<file path="src/rtl/trig_pkg.sv">
package trig_pkg;
  typedef enum logic [0:0] {
    ST_IDLE = 1'b0,
    ST_CAP  = 1'b1
  } cap_state_e;
endpackage

</file>
<file path="src/rtl/trig_delay_line.sv">
module trig_delay_line #(
  parameter int DATA_W  = 16,
  parameter int MAX_DLY = 32,
  parameter int DLY_AW  = 5
) (
  input  logic              clk,
  input  logic              rst_n,
  input  logic [DATA_W-1:0] smp_in,
  input  logic [DLY_AW-1:0] tap_sel,
  output logic [DATA_W-1:0] smp_out
);
  // stage k holds the sample from k+1 cycles ago
  logic [DATA_W-1:0] stage_q [MAX_DLY];

  always_ff @(posedge clk or negedge rst_n) begin
    if (!rst_n) stage_q[0] <= '0;
    else        stage_q[0] <= smp_in;
  end

  for (genvar k = 1; k < MAX_DLY; k++) begin : g_stage
    always_ff @(posedge clk or negedge rst_n) begin
      if (!rst_n) stage_q[k] <= '0;
      else        stage_q[k] <= stage_q[k-1];
    end
  end

  assign smp_out = stage_q[tap_sel];
endmodule

</file>
<file path="src/rtl/trig_fifo.sv">
module trig_fifo #(
  parameter int DATA_W = 16,
  parameter int DEPTH  = 16,
  parameter int AW     = 4
) (
  input  logic              clk,
  input  logic              rst_n,
  input  logic              wr_en,
  input  logic [DATA_W-1:0] wr_data,
  input  logic              rd_ready,
  output logic              rd_valid,
  output logic [DATA_W-1:0] rd_data,
  output logic [AW:0]       free_words
);
  logic [DATA_W-1:0] mem [DEPTH];
  logic [AW-1:0] wr_ptr_q, wr_ptr_d, rd_ptr_q, rd_ptr_d;
  logic [AW:0]   cnt_q, cnt_d;
  logic          rd_en, full;

  assign full       = (cnt_q == (AW+1)'(DEPTH));
  assign rd_valid   = (cnt_q != '0);
  assign rd_en      = rd_valid & rd_ready;
  assign rd_data    = mem[rd_ptr_q];
  assign free_words = (AW+1)'(DEPTH) - cnt_q;

  always_comb begin
    wr_ptr_d = wr_ptr_q;
    rd_ptr_d = rd_ptr_q;
    cnt_d    = cnt_q;
    if (wr_en) wr_ptr_d = wr_ptr_q + 1'b1;
    if (rd_en) rd_ptr_d = rd_ptr_q + 1'b1;
    case ({wr_en, rd_en})
      2'b10:   cnt_d = cnt_q + 1'b1;
      2'b01:   cnt_d = cnt_q - 1'b1;
      default: cnt_d = cnt_q;
    endcase
  end

  always_ff @(posedge clk or negedge rst_n) begin
    if (!rst_n) begin
      wr_ptr_q <= '0;
      rd_ptr_q <= '0;
      cnt_q    <= '0;
    end else begin
      wr_ptr_q <= wr_ptr_d;
      rd_ptr_q <= rd_ptr_d;
      cnt_q    <= cnt_d;
    end
  end

  always_ff @(posedge clk) begin
    if (wr_en) mem[wr_ptr_q] <= wr_data;
  end

  assert_no_overflow_R6: assert property (@(posedge clk) disable iff (!rst_n)
    wr_en |-> !full);
  assert_no_underflow_R7: assert property (@(posedge clk) disable iff (!rst_n)
    rd_en |-> rd_valid);
  assert_hold_stall_R7: assert property (@(posedge clk) disable iff (!rst_n)
    (rd_valid && !rd_ready) |=> (rd_valid && $stable(rd_data)));
endmodule

</file>
<file path="src/rtl/trig_capture.sv">
module trig_capture
  import trig_pkg::*;
#(
  parameter int DATA_W  = 16,
  parameter int WIN_LEN = 4,
  parameter int DLY_AW  = 5,
  parameter int SEQ_W   = 16,
  parameter int FREE_W  = 5
) (
  input  logic              clk,
  input  logic              rst_n,
  input  logic [DATA_W-1:0] smp_in,
  input  logic [DATA_W-1:0] dly_smp,
  input  logic              cfg_load,
  input  logic [DATA_W-1:0] cfg_threshold,
  input  logic [DLY_AW-1:0] cfg_delay,
  input  logic [FREE_W-1:0] free_words,
  output logic [DLY_AW-1:0] tap_sel,
  output logic              busy,
  output logic              cand,
  output logic              accept,
  output logic              wr_en,
  output logic [DATA_W-1:0] wr_data
);
  localparam int EVT_WORDS = WIN_LEN + 1;
  localparam int LEFT_W    = $clog2(WIN_LEN + 1);

  cap_state_e        state_q, state_d;
  logic [LEFT_W-1:0] left_q, left_d;
  logic [SEQ_W-1:0]  seq_q, seq_d;
  logic [DATA_W-1:0] thr_q;
  logic [DLY_AW-1:0] dly_q;
  logic              idle, space_low, cfg_en, capturing;

  assign idle      = (state_q == ST_IDLE);
  assign capturing = (state_q == ST_CAP);
  assign space_low = (free_words < FREE_W'(EVT_WORDS));
  assign busy      = capturing | space_low;
  assign cand      = (smp_in > thr_q);
  assign accept    = cand & ~busy;
  assign wr_en     = accept | capturing;
  assign wr_data   = accept ? DATA_W'(seq_q) : dly_smp;
  assign cfg_en    = cfg_load & idle;
  assign tap_sel   = dly_q;

  always_comb begin
    state_d = state_q;
    left_d  = left_q;
    seq_d   = seq_q;
    if (accept) begin
      state_d = ST_CAP;
      left_d  = LEFT_W'(WIN_LEN);
      seq_d   = seq_q + 1'b1;
    end else if (capturing) begin
      left_d = left_q - 1'b1;
      if (left_q == LEFT_W'(1)) state_d = ST_IDLE;
    end
  end

  always_ff @(posedge clk or negedge rst_n) begin
    if (!rst_n) begin
      state_q <= ST_IDLE;
      left_q  <= '0;
      seq_q   <= '0;
    end else begin
      state_q <= state_d;
      left_q  <= left_d;
      seq_q   <= seq_d;
    end
  end

  always_ff @(posedge clk or negedge rst_n) begin
    if (!rst_n) begin
      thr_q <= '0;
      dly_q <= '0;
    end else if (cfg_en) begin
      thr_q <= cfg_threshold;
      dly_q <= cfg_delay;
    end
  end

  assert_busy_after_accept_R4: assert property (@(posedge clk) disable iff (!rst_n)
    accept |=> busy);
  assert_cfg_hold_R9: assert property (@(posedge clk) disable iff (!rst_n)
    capturing |=> ($stable(thr_q) && $stable(dly_q)));
  assert_one_event_R5: assert property (@(posedge clk) disable iff (!rst_n)
    accept |=> !accept);
endmodule

</file>
<file path="src/rtl/trig_counters.sv">
module trig_counters #(
  parameter int CNT_W = 32
) (
  input  logic             clk,
  input  logic             rst_n,
  input  logic             clr,
  input  logic             inc_offered,
  input  logic             inc_accepted,
  input  logic             inc_busy,
  output logic [CNT_W-1:0] cnt_offered,
  output logic [CNT_W-1:0] cnt_accepted,
  output logic [CNT_W-1:0] cnt_busy
);
  localparam int NUM = 3;

  logic [NUM-1:0]   inc;
  logic [CNT_W-1:0] cnt_q [NUM];
  logic [CNT_W-1:0] cnt_d [NUM];

  assign inc = {inc_busy, inc_accepted, inc_offered};

  for (genvar i = 0; i < NUM; i++) begin : g_cnt
    always_comb begin
      if (clr)         cnt_d[i] = '0;
      else if (inc[i]) cnt_d[i] = cnt_q[i] + 1'b1;
      else             cnt_d[i] = cnt_q[i];
    end
    always_ff @(posedge clk or negedge rst_n) begin
      if (!rst_n) cnt_q[i] <= '0;
      else        cnt_q[i] <= cnt_d[i];
    end
  end

  assign cnt_offered  = cnt_q[0];
  assign cnt_accepted = cnt_q[1];
  assign cnt_busy     = cnt_q[2];

  assert_clear_R8: assert property (@(posedge clk) disable iff (!rst_n)
    clr |=> (cnt_offered == '0 && cnt_accepted == '0 && cnt_busy == '0));
endmodule

</file>
<file path="src/rtl/trig_frontend.sv">
module trig_frontend #(
  parameter int DATA_W     = 16,
  parameter int WIN_LEN    = 4,
  parameter int MAX_DLY    = 32,
  parameter int FIFO_DEPTH = 16,
  parameter int CNT_W      = 32,
  localparam int DLY_AW    = $clog2(MAX_DLY),
  localparam int FIFO_AW   = $clog2(FIFO_DEPTH)
) (
  input  logic              clk,
  input  logic              rst_n,
  input  logic              cnt_clr,
  input  logic              cfg_load,
  input  logic [DATA_W-1:0] cfg_threshold,
  input  logic [DLY_AW-1:0] cfg_delay,
  input  logic [DATA_W-1:0] smp_in,
  output logic              busy,
  output logic              out_valid,
  input  logic              out_ready,
  output logic [DATA_W-1:0] out_data,
  output logic [CNT_W-1:0]  cnt_offered,
  output logic [CNT_W-1:0]  cnt_accepted,
  output logic [CNT_W-1:0]  cnt_busy
);
  localparam int SEQ_W = 16;

  logic [DLY_AW-1:0]  tap_sel;
  logic [DATA_W-1:0]  dly_smp, wr_data;
  logic [FIFO_AW:0]   free_words;
  logic               cand, accept, wr_en;

  trig_delay_line #(.DATA_W(DATA_W), .MAX_DLY(MAX_DLY), .DLY_AW(DLY_AW)) dly_i (
    .clk(clk), .rst_n(rst_n), .smp_in(smp_in), .tap_sel(tap_sel), .smp_out(dly_smp)
  );

  trig_capture #(.DATA_W(DATA_W), .WIN_LEN(WIN_LEN), .DLY_AW(DLY_AW),
                 .SEQ_W(SEQ_W), .FREE_W(FIFO_AW+1)) cap_i (
    .clk(clk), .rst_n(rst_n), .smp_in(smp_in), .dly_smp(dly_smp),
    .cfg_load(cfg_load), .cfg_threshold(cfg_threshold), .cfg_delay(cfg_delay),
    .free_words(free_words), .tap_sel(tap_sel), .busy(busy), .cand(cand),
    .accept(accept), .wr_en(wr_en), .wr_data(wr_data)
  );

  trig_fifo #(.DATA_W(DATA_W), .DEPTH(FIFO_DEPTH), .AW(FIFO_AW)) fifo_i (
    .clk(clk), .rst_n(rst_n), .wr_en(wr_en), .wr_data(wr_data),
    .rd_ready(out_ready), .rd_valid(out_valid), .rd_data(out_data),
    .free_words(free_words)
  );

  trig_counters #(.CNT_W(CNT_W)) cnt_i (
    .clk(clk), .rst_n(rst_n), .clr(cnt_clr), .inc_offered(cand),
    .inc_accepted(accept), .inc_busy(busy), .cnt_offered(cnt_offered),
    .cnt_accepted(cnt_accepted), .cnt_busy(cnt_busy)
  );
endmodule

</file>
<file path="config.mk">
export PLATFORM = sky130hd
export DESIGN_NAME = trig_frontend
export DESIGN_NICKNAME = d
export VERILOG_FILES = /design/src/rtl/trig_pkg.sv /design/src/rtl/trig_delay_line.sv /design/src/rtl/trig_fifo.sv /design/src/rtl/trig_capture.sv /design/src/rtl/trig_counters.sv /design/src/rtl/trig_frontend.sv
export SDC_FILE = /design/constraint.sdc
export NUM_CORES = 1
export LEC_CHECK = 0
export BUFFER_PORTS_ARGS = -buffer_cell sky130_fd_sc_hd__buf_2
export CAP_MARGIN = 20
export CORE_MARGIN = 4
export CORE_UTILIZATION = 60
export DETAILED_ROUTE_END_ITERATION = 8
export PLACE_DENSITY_LB_ADDON = 0.25
export SLEW_MARGIN = 20
export SYNTH_ARGS = -nofsm -noshare
export SYNTH_HDL_FRONTEND = slang
export SYNTH_HIERARCHICAL = 1
export SYNTH_SLANG_ARGS = --single-unit
</file>
<file path="constraint.sdc">
create_clock -name clk -period 4.22 [get_ports clk]
set_input_delay 0.211 -clock clk [delete_from_list [all_inputs] [get_ports clk]]
set_output_delay 0.211 -clock clk [all_outputs]
set_load 0.02 [all_outputs]
</file>
==> run summary, run 1 <==
Post-synth EDFFs: 256
met3 Use GR: 4.65%
H-tree depth: 3
Sw Ratio: 33.2%
Distinct cells, synth: 52
setup TNS: 0 ns
Final Cycle Share: 94.0%
setup violators final: 0
commonest non-fill, non-tap cell in the layout: dfrtp_1
number of synthesized register bits: 918
post_cts resized: 0
Slew Viols, Final: 0
Critical Path RT: 4.76 ns
DRC viols: 0
Mapped Area: 35,300 µm²
share of layout cells above drive strength 1: 18.3%
switching power: 9680 µW
row cnt: 88
Worst Setup Start Kind: flop
reg-to-reg endpoint: cnt_i/cnt_offered[22]
asr flop ratio synth: 72.1%
Hold Path Class: in2reg
clk slew on worst S/H paths: 0.06 ns
CTS tree: done
Worst Clk Skew: 0.0182 ns
Finished Cell Area: 40,200 µm²
R2R setup slack: 0.25 ns
critical path endpoint category: flop
Max Freq: 252 MHz
grt peak-use layer: met2
drt pass-1 iters: 6
HP Start: out_ready
final non-filler cell total: 3,382
vias in the first global route: 21,700
FF-to-FF path depth: 11
most frequent cells in the layout: 659 x dfrtp_1, 259 x mux2i_1, 256 x edfxtp_1
r2r startpoint: cap_i/thr_q[15]
Slew HR: 25.7%
Num CTS Buffers: 89
Die Wd: 250 µm
n_diodes: 0
number of failing hold endpoints at the final stage: 0
starting density of the core: 60.9%
routed wire length: 77,200 µm
leakage: 0.0169 µW
Max IR drop VDD: 472 µV
minimum clock period: 3.97 ns
Hold Crit Depth: 3
Gate power share: 30.7%
first-pass GRT wire length: 124,000 µm
Mapped Cells: 2,331
post-route setup slack: 0.253 ns
Crit Path Class: reg2reg
ys flop type: dfrtp_1
Buffers on Ports: 155
initial antenna violation count: 0
dpl cell area: 36,800 µm²
clock sink total: 918
grt ovf: 0
sequential element share of the synthesized area: 68.8%
Ys Warns: 6
internal power: 19,500 µW
WP data arrival: 4.51 ns
register share of total power: 41.6%
Worst Tran Pin Value: 1.11 ns
nets: 2,624
Die Y: 250 µm
RSZ-0062 raised after global routing: false
CP Cell Sequence: inv_1 > ha_1 > nand4_1 > nor4_1 > a21bo_2 > a31oi_4 > buf_4 > and4_1 > nand4_1 > or4_1 > a21oi_1
max cap viols: 0
WL per Instance: 22.8 µm
dpl cells: 3,186
M1 GR Usage: 35.4%
CTS root buf: clkbuf_16
via/cell ratio: 6.09
met2 global-route usage: 39.8%
area delta synth->final: 14.0%
setup bufs post-CTS: 0
I/O pins: 156
Core Region: 57,900 µm²
critical-path maximum fanout: 18
HPWL Detailed: 46,200 µm
WHS Endpoint: fifo_i/rd_ptr_q[0]
Post-Syn Area per Cell: 15.1 µm²
gpl congestion: 0.877
crit-path most repeated cell: nand4_1
clk_lat worst skew: 0.63 ns
largest net degree at the start of global routing: 120
Setup WS pre-CTS: 0.417 ns
Die Area: 62,700 µm²
Max stage delay on crit path: 0.66 ns
DR vias: 20,600
status: finished, final reports clean
Clk network pwr share: 27.7%
Worst path slowest cell: or4_1
Tot GR Track Use: 24.8%
Antenna Violating Nets Remaining: 0
post-synthesis net count: 2,405
PD cells: 725 nW/µm²
DRT iter0 DRCs: 1,853
maximum clock path buffer count: 3
hold_buf cts: 38
[synthesized netlist by cell type, types with 13 or more instances]
library cell / count / area share (%)
mux2i_1: 259 / 7.3
ha_1: 32 / 1.1
nor3_1: 28 / 0.40
edfxtp_1: 256 / 22
inv_1: 44 / 0.47
a31oi_1: 17 / 0.30
buf_2: 32 / 0.45
clkbuf_1: 44 / 0.47
a21oi_1: 93 / 1.3
mux2_4: 16 / 0.68
a22oi_1: 96 / 2.0
o21ai_0: 46 / 0.65
nor2b_1: 16 / 0.28
buf_6: 13 / 0.42
nand3_1: 63 / 0.89
a22o_1: 32 / 0.79
o31ai_1: 27 / 0.57
xor2_1: 23 / 0.57
nor2_1: 69 / 0.73
or3_1: 27 / 0.48
mux4_2: 64 / 4.1
buf_4: 24 / 0.51
or4_1: 33 / 0.70
nand2_1: 116 / 1.2
dfrtp_1: 662 / 47
nand4_1: 52 / 0.92
xnor2_1: 43 / 1.1
mux2_2: 17 / 0.54
[state kept, by name, summed over array words and instances (netlist names), 4 cells and up]
name                flops
cap_i/seq_q            16
fifo_i/cnt_q            5
cnt_i/cnt_accepted     32
cap_i/thr_q            16
dly_i/stage_q         512
fifo_i/wr_ptr_q         4
fifo_i/rd_ptr_q         4
cap_i/tap_sel           5
cnt_i/cnt_offered      32
cnt_i/cnt_busy         32
fifo_i/mem            256
[metrics by stage]
step	total power [µW]	hold slack, ns	util [%]
floorplan	18300	-0.0846	-
global placement	20700	0.338	63.6
detailed placement	21100	0.338	63.6
CTS	29300	0.0368	69.4
global route	30500	0.0847	69.4
finish	29200	0.0616	69.4
[critical path, delay by kind of cell, from the launching register on]
kind,cells,cell delay (ns)
AO/OA/AOI/OAI,3,0.70
adder cells (fa/ha/maj),1,0.34
buffers and inverters,2,0.37
flip-flops,1,0.34
AND/OR/NAND/NOR,5,2.12
[metal layers]
| layer | routed length (µm) | up-vias | part of all wire (%) |
|---|---|---|---|
| li1 | - | 9051 | - |
| met1 | 32200 | 10700 | 42 |
| met2 | 37800 | 695 | 49 |
| met3 | 4980 | 134 | 6.4 |
| met4 | 2210 | 0 | 2.9 |
| met5 | 0 | - | 0 |
[how the worst max path moves through the flow]
stage,from,to,slack [ns]
final,cap_i/thr_q[15],cnt_i/cnt_offered[22],0.25
after global routing,cap_i/thr_q[15],cnt_i/cnt_offered[22],0.02
after CTS,cap_i/thr_q[15],cnt_i/cnt_offered[22],0.33
after detailed placement,cap_i/thr_q[11],cnt_i/cnt_offered[28],0.42
after global placement,cap_i/thr_q[15],cnt_i/cnt_offered[31],0.53
after floorplan,fifo_i/cnt_q[1],fifo_i/mem[2][0],0.38
[logic make-up (layout without fill, tap and decap cells)]
group / count (synthesis) / in the layout / synth area share, %
AOI/OAI and AO/OA: 319 / 319 / 5.92
xor gates and xnor gates: 66 / 66 / 1.64
adders and majority gates: 32 / 32 / 1.14
buffers and inverters: 175 / 461 / 2.98
DFF: 918 / 918 / 68.8
muxes: 356 / 356 / 12.7
and+or+nand+nor: 465 / 465 / 6.91
[area by class of cell]
| class | instances | area [µm²] |
|---|---|---|
| multi-input cells | 1238 | 10000 |
| well taps | 765 | 957 |
| repair buffers | 259 | 1820 |
| fillers | 3819 | 17700 |
| flip-flops and latches | 918 | 24300 |
| inverters | 44 | 165 |
| clock buffers | 116 | 2470 |
| clock inverters | 42 | 517 |
[power by group through the flow]
stage	Sequential, µW	Combinational, µW	Clock (µW)
floorplan	11800	6540	0
global placement	12200	8540	0
detailed placement	12300	8800	0
CTS	12100	8940	8240
global route	12300	9590	8670
finish	12100	8940	8090
Power figures use the tool's default switching activity.
==> inputs of run 2 (changes only) <==
Settings changed: CORE_MARGIN 4 to not set, CORE_UTILIZATION 60 to 55, REMOVE_ABC_BUFFERS set to 1.
==> run 2 against run 1 <==
  * Sequential cell count stayed put
  * Clock power up 6.1%
  * Clock skew grew 0.0069 ns
  * Fmax grew 3.2%
  * Highest routed layer unchanged
  * Largest power group unchanged
  * Sequential power about the same
  * Critical path depth up 6
  * Non-clock buffer count grew 5
  * Utilization decreased by 5.2 points
  * Clock-buffer cell count grew 22
==> run summary, run 2 (synthesis gave the netlist of run 1 again) <==
CTS tree: done
via/cell ratio: 5.86 (-3.8%)
WL per Instance: 21.1 µm (-7.4%)
Tot GR Track Use: 23.3% (-1.6 points)
DRT iter0 DRCs: 1,598 (-14%)
Crit Path Class: reg2reg
H-tree depth: 3 (unchanged)
grt ovf: 0 (unchanged)
Setup WS pre-CTS: 0.243 ns (-0.174 ns)
initial antenna violation count: 0 (unchanged)
Worst Setup Start Kind: flop
nets: 2,632 (+0.30%)
Die Y: 255 µm (+1.9%)
number of failing hold endpoints at the final stage: 0 (unchanged)
post-route setup slack: 0.376 ns (+0.123 ns)
Antenna Violating Nets Remaining: 0 (unchanged)
Final Cycle Share: 91.1% (-2.9 points)
status: finished, final reports clean
Critical Path RT: 4.78 ns (+0.02 ns)
critical-path maximum fanout: 8 (-10)
r2r startpoint: cap_i/thr_q[14]
area taken by multi-input logic gates: 10,000 µm² (about the same)
share of layout cells above drive strength 1: 18.7% (+0.44 points)
Die Wd: 255 µm (+1.9%)
RSZ-0062 raised after global routing: false
commonest non-fill, non-tap cell in the layout: dfrtp_1
Biggest register: dly_i/stage_q
reg-to-reg endpoint: fifo_i/cnt_q[4]
CP bufs+invs: 3 (+1)
fillers: 4,418 (+16%)
routed wire length: 73,600 µm (-4.6%)
Worst Tran Pin Value: 1.03 ns (-0.0807 ns)
minimum clock period: 3.84 ns (-0.123 ns)
Worst Clk Skew: 0.0250 ns (+0.00686 ns)
gpl congestion: 0.810 (-7.6%)
HP Start: out_ready
first-pass GRT wire length: 118,000 µm (-4.6%)
row cnt: 92 (+4.5%)
Slew Viols, Final: 0 (unchanged)
crit-path most repeated cell: ha_1
Largest regs: dly_i/stage_q x512, fifo_i/mem x256
starting density of the core: 55.8% (-5.1 points)
PD cells: 724 nW/µm² (-0.18%)
largest net degree at the start of global routing: 114 (-5.0%)
maximum clock path buffer count: 3 (unchanged)
Num CTS Buffers: 92 (+3.4%)
Hold Path Class: in2reg
R2R setup slack: 0.38 ns (+0.12 ns)
DRC viols: 0 (unchanged)
critical path endpoint category: flop
Hold Crit Depth: 3 (unchanged)
most frequent cells in the layout: 659 x dfrtp_1, 259 x mux2i_1, 256 x edfxtp_1
drt pass-1 iters: 5 (-1)
FF-to-FF path depth: 17 (+6)
clk slew on worst S/H paths: 0.06 ns (about the same)
vias in the first global route: 21,200 (-2.3%)
max reg flops: 512 (unchanged)
sequential cell area: 24,300 µm² (unchanged)
area delta synth->final: 15.1%
Max stage delay on crit path: 0.47 ns (-0.19 ns)
Max IR drop VDD: 507 µV (+7.4%)
CTS root buf: clkbuf_16
Final Total Pwr: 29,400 µW (+0.81%)
n_diodes: 0 (unchanged)
HPWL Detailed: 44,200 µm (-4.2%)
WP data arrival: 4.40 ns (-0.11 ns)
Die Area: 65,200 µm² (+3.9%)
Max Freq: 260 MHz (+3.2%)
crit-path leading delay family: simple AND/OR/NAND/NOR gates
clk_lat worst skew: 0.65 ns (+0.02 ns)
clock sink total: 918 (unchanged)
CP Cell Sequence: inv_1 > ha_1 > nand4_1 > nor4_1 > and4_1 > a31oi_4 > buf_12 > nand2_2 > nand2b_1 > inv_1 > ha_1 > xor2_1 > ha_1 > a21oi_1 > a2bb2oi_1 > a311oi_1 > xnor2_1
leakage: 0.0171 µW (+0.94%)
Core Region: 63,200 µm² (+9.1%)
I/O pins: 156 (unchanged)
Slew HR: 30.8% (+5.1 points)
max cap viols: 0 (unchanged)
WHS Endpoint: fifo_i/rd_ptr_q[0]
Buffers on Ports: 155 (unchanged)
Worst path slowest cell: nor4_1
DR vias: 20,400 (-0.96%)
setup violators final: 0 (unchanged)
run 2: final cells by class:
class | count | share of cell area (%)
tap | 846 | 2.61
inverter | 44 | 0.407
clock inverter | 34 | 1.19
multi-input combinational | 1238 | 24.7
timing repair buffer | 264 | 4.59
clock buffer | 138 | 6.79
sequential | 918 | 59.8
run 2: what timing repair did:
item                                   CTS  global route
setup endpoints to repair                0             7
endpoints found under the hold margin  134             0
hold buffers                            38             0
setup buffers                            0             3
gates resized for setup                  0             1
run 2: worst max path at each step:
stage / depth (start not counted) / startpoint / end / slack [ns]
floorplan: 5 / cap_i/tap_sel[0] / fifo_i/mem[0][0] / -5.16
global placement: 12 / cap_i/thr_q[15] / cnt_i/cnt_accepted[29] / 0.36
detailed placement: 12 / cap_i/thr_q[15] / cnt_i/cnt_accepted[29] / 0.24
CTS: 12 / cap_i/thr_q[15] / cnt_i/cnt_accepted[29] / 0.19
global route: 17 / cap_i/thr_q[15] / fifo_i/cnt_q[4] / 0.16
finish: 17 / cap_i/thr_q[14] / fifo_i/cnt_q[4] / 0.38
run 2: where the power goes:
part | internal (µW) | leakage [µW] | switching, µW | total, µW
clock network | 5200 | 0.00159 | 3380 | 8580
logic | 3440 | 0.00520 | 5320 | 8760
registers | 11300 | 0.0103 | 761 | 12000
total | 19900 | 0.0171 | 9470 | 29400
run 2: worst min-delay path, stage by stage:
cell and delay [ns]:
buf_2 0.11, nor2b_1 0.21, xor2_1 0.15
run 2: per-layer routing:
metal / global-route usage [%] / part of all wire, % / vias up
li1: - / - / 9087
met1: 32.8 / 44 / 10700
met2: 38.1 / 50 / 482
met3: 3.33 / 4.5 / 114
met4: 6.60 / 1.9 / 0
met5: 0 / 0 / -
run 2: stage by stage:
step / instance area (µm²) / cells / util [%] / hold slack, ns / TNS (ns)
after detailed placement: 36900 / 3269 / 58.5 / 0.329 / 0
after global routing: 40600 / 3482 / 64.2 / 0.107 / 0
after floorplan: 34400 / 2200 / - / -0.0846 / -1326.32
after CTS: 40600 / 3479 / 64.2 / 0.0504 / 0
after global placement: 36900 / 3269 / 58.5 / 0.307 / 0
final: 40600 / 3482 / 64.2 / 0.0772 / 0
